## src/rtl/clkstop_pkg.sv

```systemverilog
`timescale 1ns/1ps
package clkstop_pkg;
   // one-cycle markers for the output phase edges, valid in the source cycle
   // whose closing edge moves the output phase
   typedef struct packed {
      logic rise;
      logic fall;
   } edge_ev_t;
endpackage

```

## src/rtl/clkstop_phase.sv

```systemverilog
`timescale 1ns/1ps
module clkstop_phase #(
   parameter int HALF_DIV = 4
) (
   input  logic                    clk_src,
   input  logic                    rst,
   output logic                    ph,
   output clkstop_pkg::edge_ev_t   ev
);
   localparam int CW = (HALF_DIV > 1) ? $clog2(HALF_DIV) : 1;

   logic tick;

   generate
      if (HALF_DIV == 1) begin : g_div1
         assign tick = 1'b1;
      end else begin : g_divn
         logic [CW-1:0] cnt;
         always_ff @(posedge clk_src) begin
            if (rst)                           cnt <= '0;
            else if (cnt == CW'(HALF_DIV - 1)) cnt <= '0;
            else                               cnt <= cnt + 1'b1;
         end
         assign tick = (cnt == CW'(HALF_DIV - 1));
      end
   endgenerate

   always_ff @(posedge clk_src) begin
      if (rst) ph <= 1'b0;
      else     ph <= ph ^ tick;
   end

   assign ev.rise = tick & ~ph;
   assign ev.fall = tick &  ph;
endmodule

```

## src/rtl/clkstop_sync.sv

```systemverilog
`timescale 1ns/1ps
module clkstop_sync (
   input  logic                  clk_src,
   input  logic                  rst,
   input  clkstop_pkg::edge_ev_t ev,
   input  logic                  stop_n,
   output logic                  req,
   output logic                  run_seen
);
   logic s1, s2;

   // both stages advance only on falling output edges
   always_ff @(posedge clk_src) begin
      if (rst) begin
         s1 <= 1'b1;
         s2 <= 1'b1;
      end else if (ev.fall) begin
         s1 <= stop_n;
         s2 <= s1;
      end
   end

   // stop only when the request was low on two falling edges in a row
   assign req      = ~s1 & ~s2;
   // latest falling-edge sample saw the request released
   assign run_seen = s1;
endmodule

```

## src/rtl/clkstop_pair.sv

```systemverilog
`timescale 1ns/1ps
module clkstop_pair (
   input  logic                  clk_src,
   input  logic                  rst,
   input  clkstop_pkg::edge_ev_t ev,
   input  logic                  ph,
   input  logic                  req,
   input  logic                  run_seen,
   input  logic                  stoppable,
   output logic                  t_o,
   output logic                  c_o,
   output logic                  parked_o
);
   // enter on a rising edge (true already going high), leave on a falling edge
   always_ff @(posedge clk_src) begin
      if (rst)
         parked_o <= 1'b0;
      else if (ev.rise && req && stoppable)
         parked_o <= 1'b1;
      else if (ev.fall && (run_seen || !stoppable))
         parked_o <= 1'b0;
   end

   assign t_o = ph | parked_o;
   assign c_o = ~t_o;
endmodule

```

## src/rtl/clkstop_ctrl.sv

```systemverilog
`timescale 1ns/1ps
module clkstop_ctrl #(
   parameter int N_PAIRS  = 4,
   parameter int HALF_DIV = 4
) (
   input  logic               clk_src,
   input  logic               rst,
   input  logic               stop_n,
   input  logic [N_PAIRS-1:0] stop_mask,
   output logic [N_PAIRS-1:0] clk_t,
   output logic [N_PAIRS-1:0] clk_c,
   output logic [N_PAIRS-1:0] parked
);
   generate
      if (N_PAIRS < 1) begin : g_bad_pairs
         $error("clkstop_ctrl: N_PAIRS must be at least 1");
      end
      if (HALF_DIV < 1) begin : g_bad_div
         $error("clkstop_ctrl: HALF_DIV must be at least 1");
      end
   endgenerate

   logic                  ph;
   clkstop_pkg::edge_ev_t ev;
   logic                  req;
   logic                  run_seen;

   clkstop_phase #(.HALF_DIV(HALF_DIV)) u_phase (
      .clk_src (clk_src),
      .rst     (rst),
      .ph      (ph),
      .ev      (ev)
   );

   clkstop_sync u_sync (
      .clk_src  (clk_src),
      .rst      (rst),
      .ev       (ev),
      .stop_n   (stop_n),
      .req      (req),
      .run_seen (run_seen)
   );

   generate
      for (genvar i = 0; i < N_PAIRS; i++) begin : g_pair
         clkstop_pair u_pair (
            .clk_src   (clk_src),
            .rst       (rst),
            .ev        (ev),
            .ph        (ph),
            .req       (req),
            .run_seen  (run_seen),
            .stoppable (stop_mask[i]),
            .t_o       (clk_t[i]),
            .c_o       (clk_c[i]),
            .parked_o  (parked[i])
         );
      end
   endgenerate
endmodule

```

## config.mk

```make
export PLATFORM = sky130hd
export DESIGN_NAME = clkstop_ctrl
export DESIGN_NICKNAME = d
export VERILOG_FILES = /design/src/rtl/clkstop_pkg.sv /design/src/rtl/clkstop_phase.sv /design/src/rtl/clkstop_sync.sv /design/src/rtl/clkstop_pair.sv /design/src/rtl/clkstop_ctrl.sv
export SDC_FILE = /design/constraint.sdc
export NUM_CORES = 1
export LEC_CHECK = 0
export ABC_AREA = 1
export BUFFER_PORTS_ARGS = -buffer_cell sky130_fd_sc_hd__buf_2
export CAP_MARGIN = 20
export CORE_AREA = 2 2 39 41
export DETAILED_ROUTE_END_ITERATION = 7
export DIE_AREA = 0 0 41 43
export SLEW_MARGIN = 30
export SYNTH_ARGS = -nofsm -noshare
export SYNTH_HDL_FRONTEND = slang
export SYNTH_HIERARCHICAL = 1
export SYNTH_SLANG_ARGS = --single-unit
```

## constraint.sdc

```tcl
create_clock -name clk_src -period 1.36 [get_ports clk_src]
set_input_delay 0.136 -clock clk_src [delete_from_list [all_inputs] [get_ports clk_src]]
set_output_delay 0.136 -clock clk_src [all_outputs]
set_load 0.02 [all_outputs]
```

* Word-level counts from Yosys, hierarchy flattened *
Index checks and enable logic that the tools add are counted.
Widths: inputs -> output; s select.

cells by class
  divide/modulo/power cells = 0
  multiplexer cells = 8
  eq/ne operators = 1
  bitwise gates (word level) = 15
  order comparisons = 0
  reductions and logical operators = 22
  shift-type cells = 0
  add/sub/neg operators = 1
  multiply operators = 0

operators by type and width
  cell                 number
  $logic_and 1x1->1    9
  $mux 1               8
  $reduce_bool 2->1    4
  $not 1->1            7
  $logic_not 1->1      4
  $logic_or 1x1->1     4
  $or 1x1->1           4
  $and 1x1->1          3
  $add 2x1->2 const B  1
  $eq 2x2->1 const B   1
  $reduce_or 2->1      1
  $xor 1x1->1          1

storage, ports and cells
  register bits after elaboration = 9
  latch bits = 0
  logic and storage cells = 55
  input bits = 7
  output and inout port bits = 12
  memories = 0
  bits in read-only memories = 0
  memory bits (writable) = 0

* Logic depth before layout (Yosys ltp) *
  depth after elaboration = 5
  mapped depth = 5
  mapped depth without buffers = 5

* By module *
The synthesis kept the hierarchy.

by module, submodules not included
  module         cells an instance  seq. area each (sq um)  instances  area an instance (sq um)
  clkstop_pair   9                  20.0                    4          56.3
  clkstop_phase  14                 60.1                    1          127.6
  clkstop_sync   11                 40.0                    1          76.3

* Worst setup path before layout *
No wires, ideal clock.

  kind = register to output
  start = reg g_pair[0].u_pair.parked_o
  end = out clk_t[0]
  setup slack = 0.305 ns
  arrival time = 0.919 ns
  cell stages (with the launch flop) = 3
  buffers on the path = 0
  required time = 1.224 ns
  cells stage by stage = dfxtp_1 nor2_1 inv_1

on the way
  word-level cells in the longest chain between the ends = 1

ends and longest elaborated chain
  what                      line                RTL
  start: declaration        clkstop_pair.sv:12  output logic parked_o
  start signal: assignment  clkstop_pair.sv:17  parked_o <= 1'b0;
  start signal: assignment  clkstop_pair.sv:19  parked_o <= 1'b1;
  start signal: assignment  clkstop_pair.sv:21  parked_o <= 1'b0;
  $or 1x1->1                clkstop_pair.sv:24  assign t_o = ph | parked_o;
  end: declaration          clkstop_ctrl.sv:10  output logic [N_PAIRS-1:0] clk_t,

No other way between the ends.

==> results.sh <==
export IMPL_peakVddDrop_mv=0.381
export IMPL_rrSetupSlack_ns=0.22
export IMPL_cts_inserted_buffers=3
export IMPL_path_clk_slew_ns=0.06
export IMPL_first_iter_violations=4
export IMPL_cts_tree="yes"
export IMPL_place_congestion=0.739
export IMPL_total_power_w=0.000573
export IMPL_n_antenna_cell=0
export IMPL_end_kind="flip-flop"
export IMPL_die_height_um=43
export IMPL_port_buffers=18
export IMPL_wire_per_inst_um=8.49
export IMPL_yosys_warnings=6
export IMPL_ys_ff_latch=9
export IMPL_postCtsSetupRepairBufs=0
export IMPL_multi_input_area_um2=196
export IMPL_wl_um=841
export IMPL_min_path_type="input pin to flip-flop"
export IMPL_dr_pass1_iters=4
export IMPL_clock_latency_ns=0.26
export IMPL_finalSetupViolCount=0
export IMPL_met1_usage_pct=13.5
export IMPL_synth_compound_area_share_pct=8.16
export IMPL_tightest_slew_ns=0.275
export IMPL_slew_headroom_pct=81.6
export IMPL_critPathKind="flip-flop to flip-flop"
export IMPL_critPathLaunch="u_phase/g_divn.cnt[0]"
export IMPL_grt_busiest_layer="met2"
export IMPL_syn_area_um2=429
export IMPL_tns_ns=0
export IMPL_outcome="finished clean"
export IMPL_min_period_over_period_pct=83.9
export IMPL_grt_max_degree=8
export IMPL_rows=14
export IMPL_cp_start_kind="flip-flop"
export IMPL_core_um2=1380
export IMPL_track_usage_pct=12.2
export IMPL_finish_utilization_pct=40.9
export IMPL_yosysSeqAreaShare_pct=42.0
export IMPL_crit_path_max_fanout=7
export IMPL_overflow=0
export IMPL_vias=412
export IMPL_synthMuxAreaShare_pct=0
export IMPL_design_area_um2=566
export IMPL_syn_instance_count=61
export IMPL_drive_gt1_share_pct=30.1
export IMPL_io_pins=19
export IMPL_ys_types=7
export IMPL_hpwl_um=667
export IMPL_rsz0062_at_grt="false"
export IMPL_max_cap_viol_count=0
export IMPL_cts_resized=0
export IMPL_reg2reg_to="u_sync/s2"
export IMPL_clock_sinks=9
export IMPL_fmax_mhz=876
export IMPL_hold_violations=0
export IMPL_start_util_pct=31.0
export IMPL_power_density_nw_per_um2=1010
export IMPL_cts_htree_levels=1
export IMPL_clockRootBuffer="clkbuf_4"
export IMPL_synthAdderAreaFrac_pct=8.75
export IMPL_fp_dieW_um=41
export IMPL_synth_simple_area_share_pct=28.9
export IMPL_route_detailed_drc=0
export IMPL_regArea_um2=180
export IMPL_fill_cells=162
export IMPL_grt_antenna_before_repair=0
export IMPL_finClkSkew_ns=0.00411
export IMPL_critPathRequiredTime_ns=1.50
export IMPL_synth_xor_area_share_pct=0
export IMPL_endpoint="u_sync/s2"
export IMPL_holdBufCountCts=0
export IMPL_syn2layout_area_growth_pct=31.8
export IMPL_synth_top_family_by_area="simple AND/OR/NAND/NOR gates"
export IMPL_drv_slew=0
export IMPL_synth_fp_nets=71
export IMPL_syn_area_per_cell_um2=7.04
export IMPL_viasPerCell=4.16
export IMPL_grt_pass1_wl_um=1390
export IMPL_nets=94
export IMPL_drtAntennaViolNets=0
export IMPL_worstRegToRegCells=5
export IMPL_grt_pass1_vias=360
export IMPL_place_area_um2=539
export IMPL_period_needed_ns=1.14
export IMPL_reg2reg_from="u_phase/g_divn.cnt[0]"
export IMPL_clockBufferDepth=2
export IMPL_met2_usage_pct=17.2
export IMPL_arrival_ns=1.28
export IMPL_die_area_um2=1760
export IMPL_grt_use_met3_pct=3.14
export IMPL_leakagePower_nw=0.329
export IMPL_holdWs_ns=0.0990
layout make-up:
type / instances / area share [%]
Timing Repair Buffer: 18 / 15.9
Inverter: 14 / 9.29
Clock buffer: 4 / 4.65
Sequential cell: 9 / 31.9
Multi-Input combinational cell: 38 / 34.7
Tap cell: 16 / 3.54
where the power goes:
| group | switching (W) | total (W) | internal [W] |
|---|---|---|---|
| clock network | 0.0000931 | 0.000206 | 0.000113 |
| registers | 0.00000694 | 0.000281 | 0.000274 |
| logic | 0.0000553 | 0.0000864 | 0.0000311 |
cells by family (layout without fill, tap and decap cells):
family | Yosys count | in the layout
fa+ha+maj | 3 | 3
flops | 9 | 9
compound gates | 4 | 4
simple gates | 31 | 31
buf+inv | 14 | 36
metal layers:
metal,vias to the layer above,part of all wire [%]
met2,16,44
met5,-,0
met3,2,8.6
met4,0,1.4
met1,169,46
li1,225,-
per-stage QoR:
stage                     std cells  setup slack (ns)
after floorplan                  61             0.305
after global placement           95             0.264
after detailed placement         95             0.220
after CTS                        99             0.206
after global routing             99            0.0871
final                            99             0.219
synth_stat cells:
| cell | count | area [µm²] |
|---|---|---|
| a21oi_2 | 4 | 35.0 |
| dfxtp_1 | 9 | 180 |
| inv_1 | 14 | 52.6 |
| ha_1 | 3 | 37.5 |
| nor2_1 | 8 | 30.0 |
| nand2_1 | 17 | 63.8 |
| nand3_1 | 6 | 30.0 |
critical path, cell delays in order (launching register included):
cell and delay [ns]:
dfxtp_1 0.33, ha_1 0.19, ha_1 0.29, inv_1 0.09
nand2_1 0.07, nand3_1 0.06
cell usage in the layout, fill, tap and decap left out:
cell type / Yosys / routed
dfxtp_1: 9 / 9
nor2_1: 8 / 8
clkbuf_4: 0 / 3
nand2_1: 17 / 17
ha_1: 3 / 3
buf_2: 0 / 18
nand3_1: 6 / 6
clkbuf_1: 0 / 1
a21oi_2: 4 / 4
inv_1: 14 / 14
registers in the layout, summed over array words and instances, names as in the netlist:
signal and cells:
u_sync/s2 1, u_sync/run_seen 1, g_pair.u_pair/parked_o 4, u_phase/ph 1, u_phase/g_divn.cnt 2
worst min-delay path by stage:
stage | slack, ns | startpoint | endpoint | cells past startpoint
after floorplan | 0.20 | rst | g_pair[0].u_pair/parked_o | 1
after global placement | 0.36 | stop_n | u_sync/run_seen | 3
after detailed placement | 0.36 | stop_n | u_sync/run_seen | 3
after CTS | 0.09 | stop_n | u_sync/run_seen | 3
after global routing | 0.09 | stop_n | u_sync/run_seen | 3
final | 0.1 | stop_n | u_sync/run_seen | 3
Power figures use the tool's default switching activity.
